$ cat src/rtl/bsr_pkg.sv
package bsr_pkg;
  typedef enum logic {
    CFG_THR = 1'b0,
    CFG_EVR = 1'b1
  } cfg_sel_e;
endpackage

$ cat src/rtl/bsr_sync.sv
module bsr_sync #(
  parameter int W       = 1,
  parameter bit RST_VAL = 1'b0
) (
  input  logic         clk_i,
  input  logic         rst_ni,
  input  logic [W-1:0] d_i,
  output logic [W-1:0] q_o
);
  for (genvar g = 0; g < W; g++) begin : g_bit
    logic s1_q, s2_q;
    always_ff @(posedge clk_i or negedge rst_ni) begin
      if (!rst_ni) begin
        s1_q <= RST_VAL;
        s2_q <= RST_VAL;
      end else begin
        s1_q <= d_i[g];
        s2_q <= s1_q;
      end
    end
    assign q_o[g] = s2_q;
  end
endmodule

$ cat src/rtl/bsr_flag.sv
module bsr_flag (
  input  logic clk_i,
  input  logic rst_ni,
  input  logic set_i,
  input  logic clr_i,
  output logic q_o
);
  always_ff @(posedge clk_i or negedge rst_ni) begin
    if (!rst_ni)    q_o <= 1'b0;
    else if (set_i) q_o <= 1'b1;  // set has priority
    else if (clr_i) q_o <= 1'b0;
  end

  p_set_wins_r7: assert property (@(posedge clk_i) disable iff (!rst_ni)
    set_i |=> q_o);
  p_clr_only_r7: assert property (@(posedge clk_i) disable iff (!rst_ni)
    (clr_i && !set_i) |=> !q_o);
endmodule

$ cat src/rtl/bsr_l0_timer.sv
module bsr_l0_timer #(
  parameter int L0_TO = 250,
  localparam int TMR_W = $clog2(L0_TO)
) (
  input  logic clk_i,
  input  logic rst_ni,
  input  logic l0_i,
  input  logic l1_i,
  output logic expire_o
);
  logic             run_q;
  logic [TMR_W-1:0] tmr_q;

  assign expire_o = run_q && (tmr_q == TMR_W'(L0_TO - 1)) && !l1_i;

  always_ff @(posedge clk_i or negedge rst_ni) begin
    if (!rst_ni) begin
      run_q <= 1'b0;
      tmr_q <= '0;
    end else if (run_q) begin
      if (l1_i || expire_o) begin
        run_q <= 1'b0;
        tmr_q <= '0;
      end else begin
        tmr_q <= tmr_q + 1'b1;
      end
    end else if (l0_i) begin
      run_q <= 1'b1;
      tmr_q <= '0;
    end
  end

  p_l1_stops_r9: assert property (@(posedge clk_i) disable iff (!rst_ni)
    (run_q && l1_i) |=> (!run_q && !expire_o));
  p_start_r8: assert property (@(posedge clk_i) disable iff (!rst_ni)
    (!run_q && l0_i) |=> (run_q && tmr_q == '0));
  p_idle_quiet_r9: assert property (@(posedge clk_i) disable iff (!rst_ni)
    (!run_q && !l0_i) |=> !run_q);
endmodule

$ cat src/rtl/busy_resolver.sv
module busy_resolver
  import bsr_pkg::*;
#(
  parameter int N_CH    = 6,
  parameter int CNT_W   = 6,
  parameter int THR_RST = 7,
  parameter int L0_TO   = 250,
  parameter int EVR_W   = 16,
  parameter int EVR_RST = 300
) (
  input  logic             clk_i,
  input  logic             rst_ni,
  input  logic [CNT_W-1:0] l1_count_i,
  input  logic             sw_busy_i,
  input  logic             busy_set_i,
  input  logic             busy_clr_i,
  input  logic             rx_ready_i,
  input  logic             pll_lock_i,
  input  logic [N_CH-1:0]  ch_busy_i,
  input  logic [N_CH-1:0]  ch_dis_i,
  input  logic             l0_i,
  input  logic             l1_i,
  input  logic             cfg_we_i,
  input  logic             cfg_sel_i,
  input  logic [EVR_W-1:0] cfg_wdata_i,
  output logic             busy_o,
  output logic [N_CH-1:0]  ch_busy_o,
  output logic             l0_timeout_o,
  output logic [EVR_W-1:0] evr_timeout_o
);
  logic [1:0]       link_s;
  logic             rx_ok, pll_ok;
  logic             l0_expire, busy_q;
  logic [CNT_W-1:0] thr_q;
  logic [N_CH-1:0]  ch_masked;
  logic             queue_full, busy_d;

  // Unsynced start value 0 keeps busy high until both links are seen good
  bsr_sync #(.W(2), .RST_VAL(1'b0)) u_sync (
    .clk_i (clk_i),
    .rst_ni(rst_ni),
    .d_i   ({pll_lock_i, rx_ready_i}),
    .q_o   (link_s)
  );
  assign rx_ok  = link_s[0];
  assign pll_ok = link_s[1];

  bsr_l0_timer #(.L0_TO(L0_TO)) u_l0 (
    .clk_i   (clk_i),
    .rst_ni  (rst_ni),
    .l0_i    (l0_i),
    .l1_i    (l1_i),
    .expire_o(l0_expire)
  );

  bsr_flag u_busy_reg (
    .clk_i (clk_i),
    .rst_ni(rst_ni),
    .set_i (busy_set_i || l0_expire),
    .clr_i (busy_clr_i),
    .q_o   (busy_q)
  );

  bsr_flag u_to_flag (
    .clk_i (clk_i),
    .rst_ni(rst_ni),
    .set_i (l0_expire),
    .clr_i (busy_clr_i),
    .q_o   (l0_timeout_o)
  );

  always_ff @(posedge clk_i or negedge rst_ni) begin
    if (!rst_ni) begin
      thr_q         <= CNT_W'(THR_RST);
      evr_timeout_o <= EVR_W'(EVR_RST);
    end else if (cfg_we_i) begin
      if (cfg_sel_e'(cfg_sel_i) == CFG_THR) thr_q <= cfg_wdata_i[CNT_W-1:0];
      else                                  evr_timeout_o <= cfg_wdata_i;
    end
  end

  for (genvar c = 0; c < N_CH; c++) begin : g_ch
    assign ch_masked[c] = ch_busy_i[c] && !ch_dis_i[c];
  end

  assign queue_full = (l1_count_i >= thr_q);
  assign busy_d = busy_q || sw_busy_i || queue_full || !rx_ok || !pll_ok || (|ch_masked);

  always_ff @(posedge clk_i or negedge rst_ni) begin
    if (!rst_ni) begin
      busy_o    <= 1'b1;
      ch_busy_o <= '0;
    end else begin
      busy_o    <= busy_d;
      ch_busy_o <= ch_masked;
    end
  end

  p_queue_r2: assert property (@(posedge clk_i) disable iff (!rst_ni)
    (l1_count_i >= thr_q) |=> busy_o);
  p_sw_busy_r4: assert property (@(posedge clk_i) disable iff (!rst_ni)
    sw_busy_i |=> busy_o);
  p_link_r5: assert property (@(posedge clk_i) disable iff (!rst_ni)
    (!rx_ok || !pll_ok) |=> busy_o);
  p_mask_r6: assert property (@(posedge clk_i) disable iff (!rst_ni)
    1'b1 |=> ((ch_busy_o & $past(ch_dis_i)) == '0));
  p_expire_r8: assert property (@(posedge clk_i) disable iff (!rst_ni)
    l0_expire |=> (l0_timeout_o && busy_q));
  p_evr_wr_r11: assert property (@(posedge clk_i) disable iff (!rst_ni)
    (cfg_we_i && cfg_sel_i) |=> (evr_timeout_o == $past(cfg_wdata_i)));
  p_idle_r12: assert property (@(posedge clk_i) disable iff (!rst_ni)
    (!busy_q && !sw_busy_i && !queue_full && rx_ok && pll_ok && ch_masked == '0) |=> !busy_o);
endmodule

$ cat config.mk
export PLATFORM = sky130hd
export DESIGN_NAME = busy_resolver
export DESIGN_NICKNAME = d
export VERILOG_FILES = /design/src/rtl/bsr_pkg.sv /design/src/rtl/bsr_sync.sv /design/src/rtl/bsr_flag.sv /design/src/rtl/bsr_l0_timer.sv /design/src/rtl/busy_resolver.sv
export SDC_FILE = /design/constraint.sdc
export NUM_CORES = 1
export LEC_CHECK = 0
export BUFFER_PORTS_ARGS = -buffer_cell sky130_fd_sc_hd__buf_2
export CAP_MARGIN = 30
export CORE_AREA = 4 4 72 61
export CTS_CLUSTER_DIAMETER = 60
export DETAILED_ROUTE_END_ITERATION = 7
export DIE_AREA = 0 0 76 65
export PLACE_DENSITY = 0.82
export SLEW_MARGIN = 20
export SYNTH_ARGS = -nofsm -noshare
export SYNTH_HDL_FRONTEND = slang
export SYNTH_SLANG_ARGS = --single-unit
$ cat constraint.sdc
create_clock -name clk_i -period 2.7 [get_ports clk_i]
set_clock_uncertainty 0.2 [all_clocks]
set_input_delay 0.135 -clock clk_i [delete_from_list [all_inputs] [get_ports clk_i]]
set_output_delay 0.135 -clock clk_i [all_outputs]
set_load 0.005 [all_outputs]
-- Word-level counts from Yosys, hierarchy flattened
Cells that the tools add are included.
- input port bits: 45
- register bits: 44
- multiplexer cells: 9
- $lt $le $gt $ge: 1
- equal/unequal tests: 1
- reduce and logical (&&, ||, !) cells: 30
- $add $sub $neg: 1
- bitwise gates (word level): 1
- operators by type and width (cell ; number):
    8-bit 2-to-1 mux ; 3
    1-bit logical NOT ; 9
    8-bit by 1-bit adder with 8-bit output (second input constant) ; 1
    8-bit equality test (second input constant) ; 1
    1-bit logical AND ; 8
    1-bit logical OR ; 7
    6-bit greater-or-equal comparator ; 1
    1-bit 2-to-1 mux ; 6
    2-bit nonzero test ; 3
    6-bit OR reduction ; 1
    2-bit AND reduction ; 2
    1-bit inverter ; 1

-- Longest topological paths before layout
- depth after elaboration: 6
- depth in mapped cells: 6

-- Hierarchy
Synthesis repeated with hierarchy kept, for this count alone.
- cell total of the unflattened synthesis: 158
- area, all modules: 1956.9 um^2
- modules (own cells, without submodules) (module ; times used ; area each (um^2) ; seq. area each (um^2) ; cells each):
    busy_resolver ; 1 ; 1246.2 ; 735.7 ; 91
    bsr_l0_timer ; 1 ; 523.0 ; 225.2 ; 55
    bsr_sync ; 1 ; 115.1 ; 100.1 ; 6
    bsr_flag ; 2 ; 36.3 ; 25.0 ; 3

-- Worst setup path before layout
OpenSTA, ideal clock, no wires.
- kind: register to register
- start: register thr_q[0]
- end: register busy_o
- arrival: 1.326 ns
- setup time: 0.095 ns
- path slack: 1.078 ns
- stages on the path, launching flop included: 6
- cell sequence: dfstp_2 ha_1 nand2b_1 a21o_1 a211oi_1 o211ai_1
- word-level cells in the longest chain between the ends: 5
- ends and longest elaborated chain (element ; line ; RTL):
    from (decl) ; busy_resolver.sv:34 ; logic [CNT_W-1:0] thr_q;
    from (signal assigned) ; busy_resolver.sv:74 ; thr_q <= CNT_W'(THR_RST);
    from (signal assigned) ; busy_resolver.sv:77 ; if (cfg_sel_e'(cfg_sel_i) == CFG_THR) thr_q <= cfg_wdata_i[CNT_W-1:0];
    6-bit greater-or-equal comparator ; busy_resolver.sv:86 ; assign queue_full = (l1_count_i >= thr_q);
    1-bit logical OR (4 in series) ; busy_resolver.sv:87 ; assign busy_d = busy_q || sw_busy_i || queue_full || !rx_ok || !pll_ok || (|ch_masked);
    named net busy_d ; busy_resolver.sv:36 ; logic queue_full, busy_d;
    to (signal assigned) ; busy_resolver.sv:94 ; busy_o <= busy_d;
    to (decl) ; busy_resolver.sv:26 ; output logic busy_o,
The timed path passes the listed nets, and every way through them passes these cells.
A chain may end at the register's enable or synchronous reset.

-- Final worst setup path
- start: input port busy_clr_i
- end: register u_busy_reg.q_o
- word-level cells in the longest chain between the ends: 1
- ends and longest elaborated chain (element ; line ; RTL):
    from (decl) ; busy_resolver.sv:16 ; input logic busy_clr_i,
    2-bit nonzero test (no line) ; -- ;
    to (signal assigned) ; bsr_flag.sv:9 ; if (!rst_ni) q_o <= 1'b0;
    to (signal assigned) ; bsr_flag.sv:10 ; else if (set_i) q_o <= 1'b1;
    to (signal assigned) ; bsr_flag.sv:11 ; else if (clr_i) q_o <= 1'b0;
    to (decl) ; bsr_flag.sv:6 ; output logic q_o
Every way passes these cells.

==> results_dict.tcl <==
set metrics [dict create \
    drc 0 \
    num_rows 20 \
    path_depth 7 \
    tightest_slew_ns 0.681 \
    cp-endpoint "u_busy_reg.q_o" \
    crit_start "busy_clr_i" \
    grt_pass1_vias 1749 \
    grt_start_max_net_pins 45 \
    synth-seq-cells 44 \
    grt.total_usage_pct 20.8 \
    area_delta_synth_final_pct 46.0 \
    synthTopCellsByArea "dfrtp_1, dfstp_2, mux2_2" \
    r2r_start "u_l0.tmr_q[1]" \
    min_period_ns 2.16 \
    core_mm2 0.00368 \
    floorplan.initialDensity_pct 50.5 \
    worstSetupPathType "input port to register" \
    fin_crit_sh_pct 79.9 \
    critPathMaxStageDelay_ns 0.57 \
    clock-sinks 44 \
    gp_congestion 0.829 \
    cts_tree "done" \
    wl_per_cell_um 14.6 \
    nNetsFinal 316 \
    async_flop_share_pct 100 \
    clk-insertion-delay-late_ns 0.29 \
    cpMaxStageDelayCell "dlygate4sd3_1" \
    hpwl_um 2780 \
    syn-num-nets 206 \
    ios 69 \
    first_iter_violations 62 \
    maxSlewViolCount 0 \
    vias 1581 \
    rsz0062_at_grt "false" \
    path_clk_slew_ns 0.08 \
    synth_edf_count 0 \
    cts_buffers 5 \
    timing.fmax_ghz 0.464 \
    rrSetupSlack_ns 0.61 \
    p_leak_uw 0.00132 \
    reg2reg_depth 6 \
    postCtsSetupRepairBufs 0 \
    dr.pass1.iters 4 \
    worstPathRequired_ns 2.67 \
    nFillCells 263 \
    critPathLaunchType "input port" \
    multi_input_area_um2 694 \
    ys_seq_area_share_pct 59.8 \
    crit_fanout 2 \
    avgSynthCellArea_um2 12.1 \
    ant_nets 0 \
    routed_wl_um 4510 \
    max_cap_violations 0 \
    synth_top_area_share_pct 48.5 \
    htree_levels 2 \
    ir_drop_mv 0.379 \
    grt_pass1_wl_um 8140 \
    seq_area_mm2 0.00111 \
    io_buffers 68 \
    synthDistinctLibCells 32 \
    clockBufferDepth 2 \
    crit_path_cell_trace "dlygate4sd3_1, buf_2, inv_1, a21oi_1, dlygate4sd3_1, o21ai_0, dlygate4sd3_1" \
    cp-end-kind "register" \
    outcome "complete, no violations" \
    arrival_ns 2.13 \
    crit_path_frequent_cell "dlygate4sd3_1" \
    reg2reg_to "u_busy_reg.q_o" \
    ys.flop_type "dfrtp_1" \
    finalSetupViolations 0 \
    netlist_area_mm2 0.00186 \
    powerDensity_mw_per_mm2 543 \
    gr-total-overflow 0 \
    die_y_um 65 \
    antenna_found_initial 0 \
    via_per_inst 5.13 \
    cts-root-buf "clkbuf_8" \
    ys_warn_count 0 \
    hold_path_class "input port to register" \
    slew_headroom_pct 54.5 \
    synth_top_cell_by_area "dfrtp_1" \
    fin_setup_tns_ns 0 \
    fp.dieW_um 76 \
    antennaDiodeCount 0 \
    hold_viol_final 0 \
    crit_family "buffers and inverters" \
    path_buf_inv 5 \
    fin_util_pct 73.7 \
    synthCells 153 \
    layout-drive-gt1-share_pct 38.3 \
    die_area_mm2 0.00494 \
]
how the worst min path moves through the flow:
stage | startpoint | to | depth (start not counted)
6_report | cfg_sel_i | thr_q[1] | 4
5_1_grt | cfg_sel_i | thr_q[1] | 4
4_1_cts | cfg_sel_i | thr_q[1] | 4
3_5_place_dp | rx_ready_i | u_sync.g_bit[0].s1_q | 1
3_3_place_gp | pll_lock_i | u_sync.g_bit[1].s1_q | 1
2_1_floorplan | rst_ni | ch_busy_o[0] | 0
logic make-up after synthesis:
family	synth area share [%]
XOR/XNOR	0.472
AND/OR/NAND/NOR	11.1
AO/OA/AOI/OAI	10.1
multiplexers	10.3
buffers and inverters	2.76
adder cells (fa/ha/maj)	5.39
flip-flops	59.8
cell usage in the layout (no fill, tap or decap), types with 2 or more instances in the layout:
| cell | netlist | layout |
|---|---|---|
| buf_2 | 1 | 67 |
| dlygate4sd3_1 | 0 | 38 |
| dfrtp_1 | 36 | 36 |
| nand2_1 | 17 | 17 |
| mux2_2 | 17 | 17 |
| o21ai_0 | 12 | 12 |
| inv_1 | 10 | 10 |
| ha_1 | 8 | 8 |
| dfstp_2 | 8 | 8 |
| nor2b_1 | 7 | 7 |
| clkbuf_8 | 0 | 6 |
| nor2_1 | 4 | 4 |
| nand3_1 | 4 | 4 |
| a31oi_1 | 4 | 4 |
| a21oi_1 | 4 | 4 |
| o211ai_1 | 2 | 2 |
| nor4_1 | 2 | 2 |
| clkbuf_1 | 1 | 2 |
where the power goes:
part	leakage (µW)	switching (µW)	internal [µW]
Sequential	0.000533	50.7	739
Combinational	0.000740	114	154
Clock	0.0000455	205	209
area by class of cell:
| class | count | area share, % |
|---|---|---|
| multi-input combinational | 96 | 25.6 |
| sequential | 44 | 41.0 |
| inverter | 10 | 1.38 |
| timing repair buffer | 106 | 26.7 |
| clock buffer | 8 | 3.32 |
| tap | 44 | 2.03 |
sequential cells by signal (all words and copies together), names as in the netlist:
name / count
thr_q: 6
u_sync.g_bit.s2_q: 2
u_l0.run_q: 1
u_busy_reg.q_o: 1
u_to_flag.q_o: 1
evr_timeout_o: 16
ch_busy_o: 6
u_l0.tmr_q: 8
busy_o: 1
u_sync.g_bit.s1_q: 2
through the flow:
stage | hold slack, ns | area [µm²] | std cells | power (µW) | setup WS, ns
3_5_place_dp | 0.0452 | 2240 | 262 | 1020 | 1.00
2_1_floorplan | -0.361 | 1860 | 153 | 913 | 1.08
4_1_cts | 0.0384 | 2710 | 308 | 1480 | 0.602
6_report | 0.0475 | 2710 | 308 | 1470 | 0.543
5_1_grt | 0.0654 | 2710 | 308 | 1570 | 0.494
3_3_place_gp | 0.0442 | 2240 | 262 | 1010 | 1.03
Yosys cell counts, types with 2 or more instances:
master and instances:
a21oi_1 4, a31oi_1 4, dfrtp_1 36, dfstp_2 8, ha_1 8, inv_1 10
mux2_2 17, nand2_1 17, nand3_1 4, nor2_1 4, nor2b_1 7, nor4_1 2
o211ai_1 2, o21ai_0 12
per-layer routing:
layer,GRT usage [%],share of wire (%)
met1,25.2,40
met2,35.9,52
met3,6.11,7.0
met4,6.22,1.2
met5,0,0
worst reg2reg max path: cells and delay by family (launching register included):
kind,cells,cell delay [ns]
adder cells (fa/ha/maj),1,0.15
flip-flops,1,0.42
buffers and inverters,2,0.65
AO/OA/AOI/OAI,1,0.18
AND/OR/NAND/NOR,2,0.43
repair_timing:
action | CTS | global route
resized for setup | 0 | 0
endpoints found under the hold margin | 73 | 0
hold buffers | 38 | 0
Power figures use the tool's default switching activity.
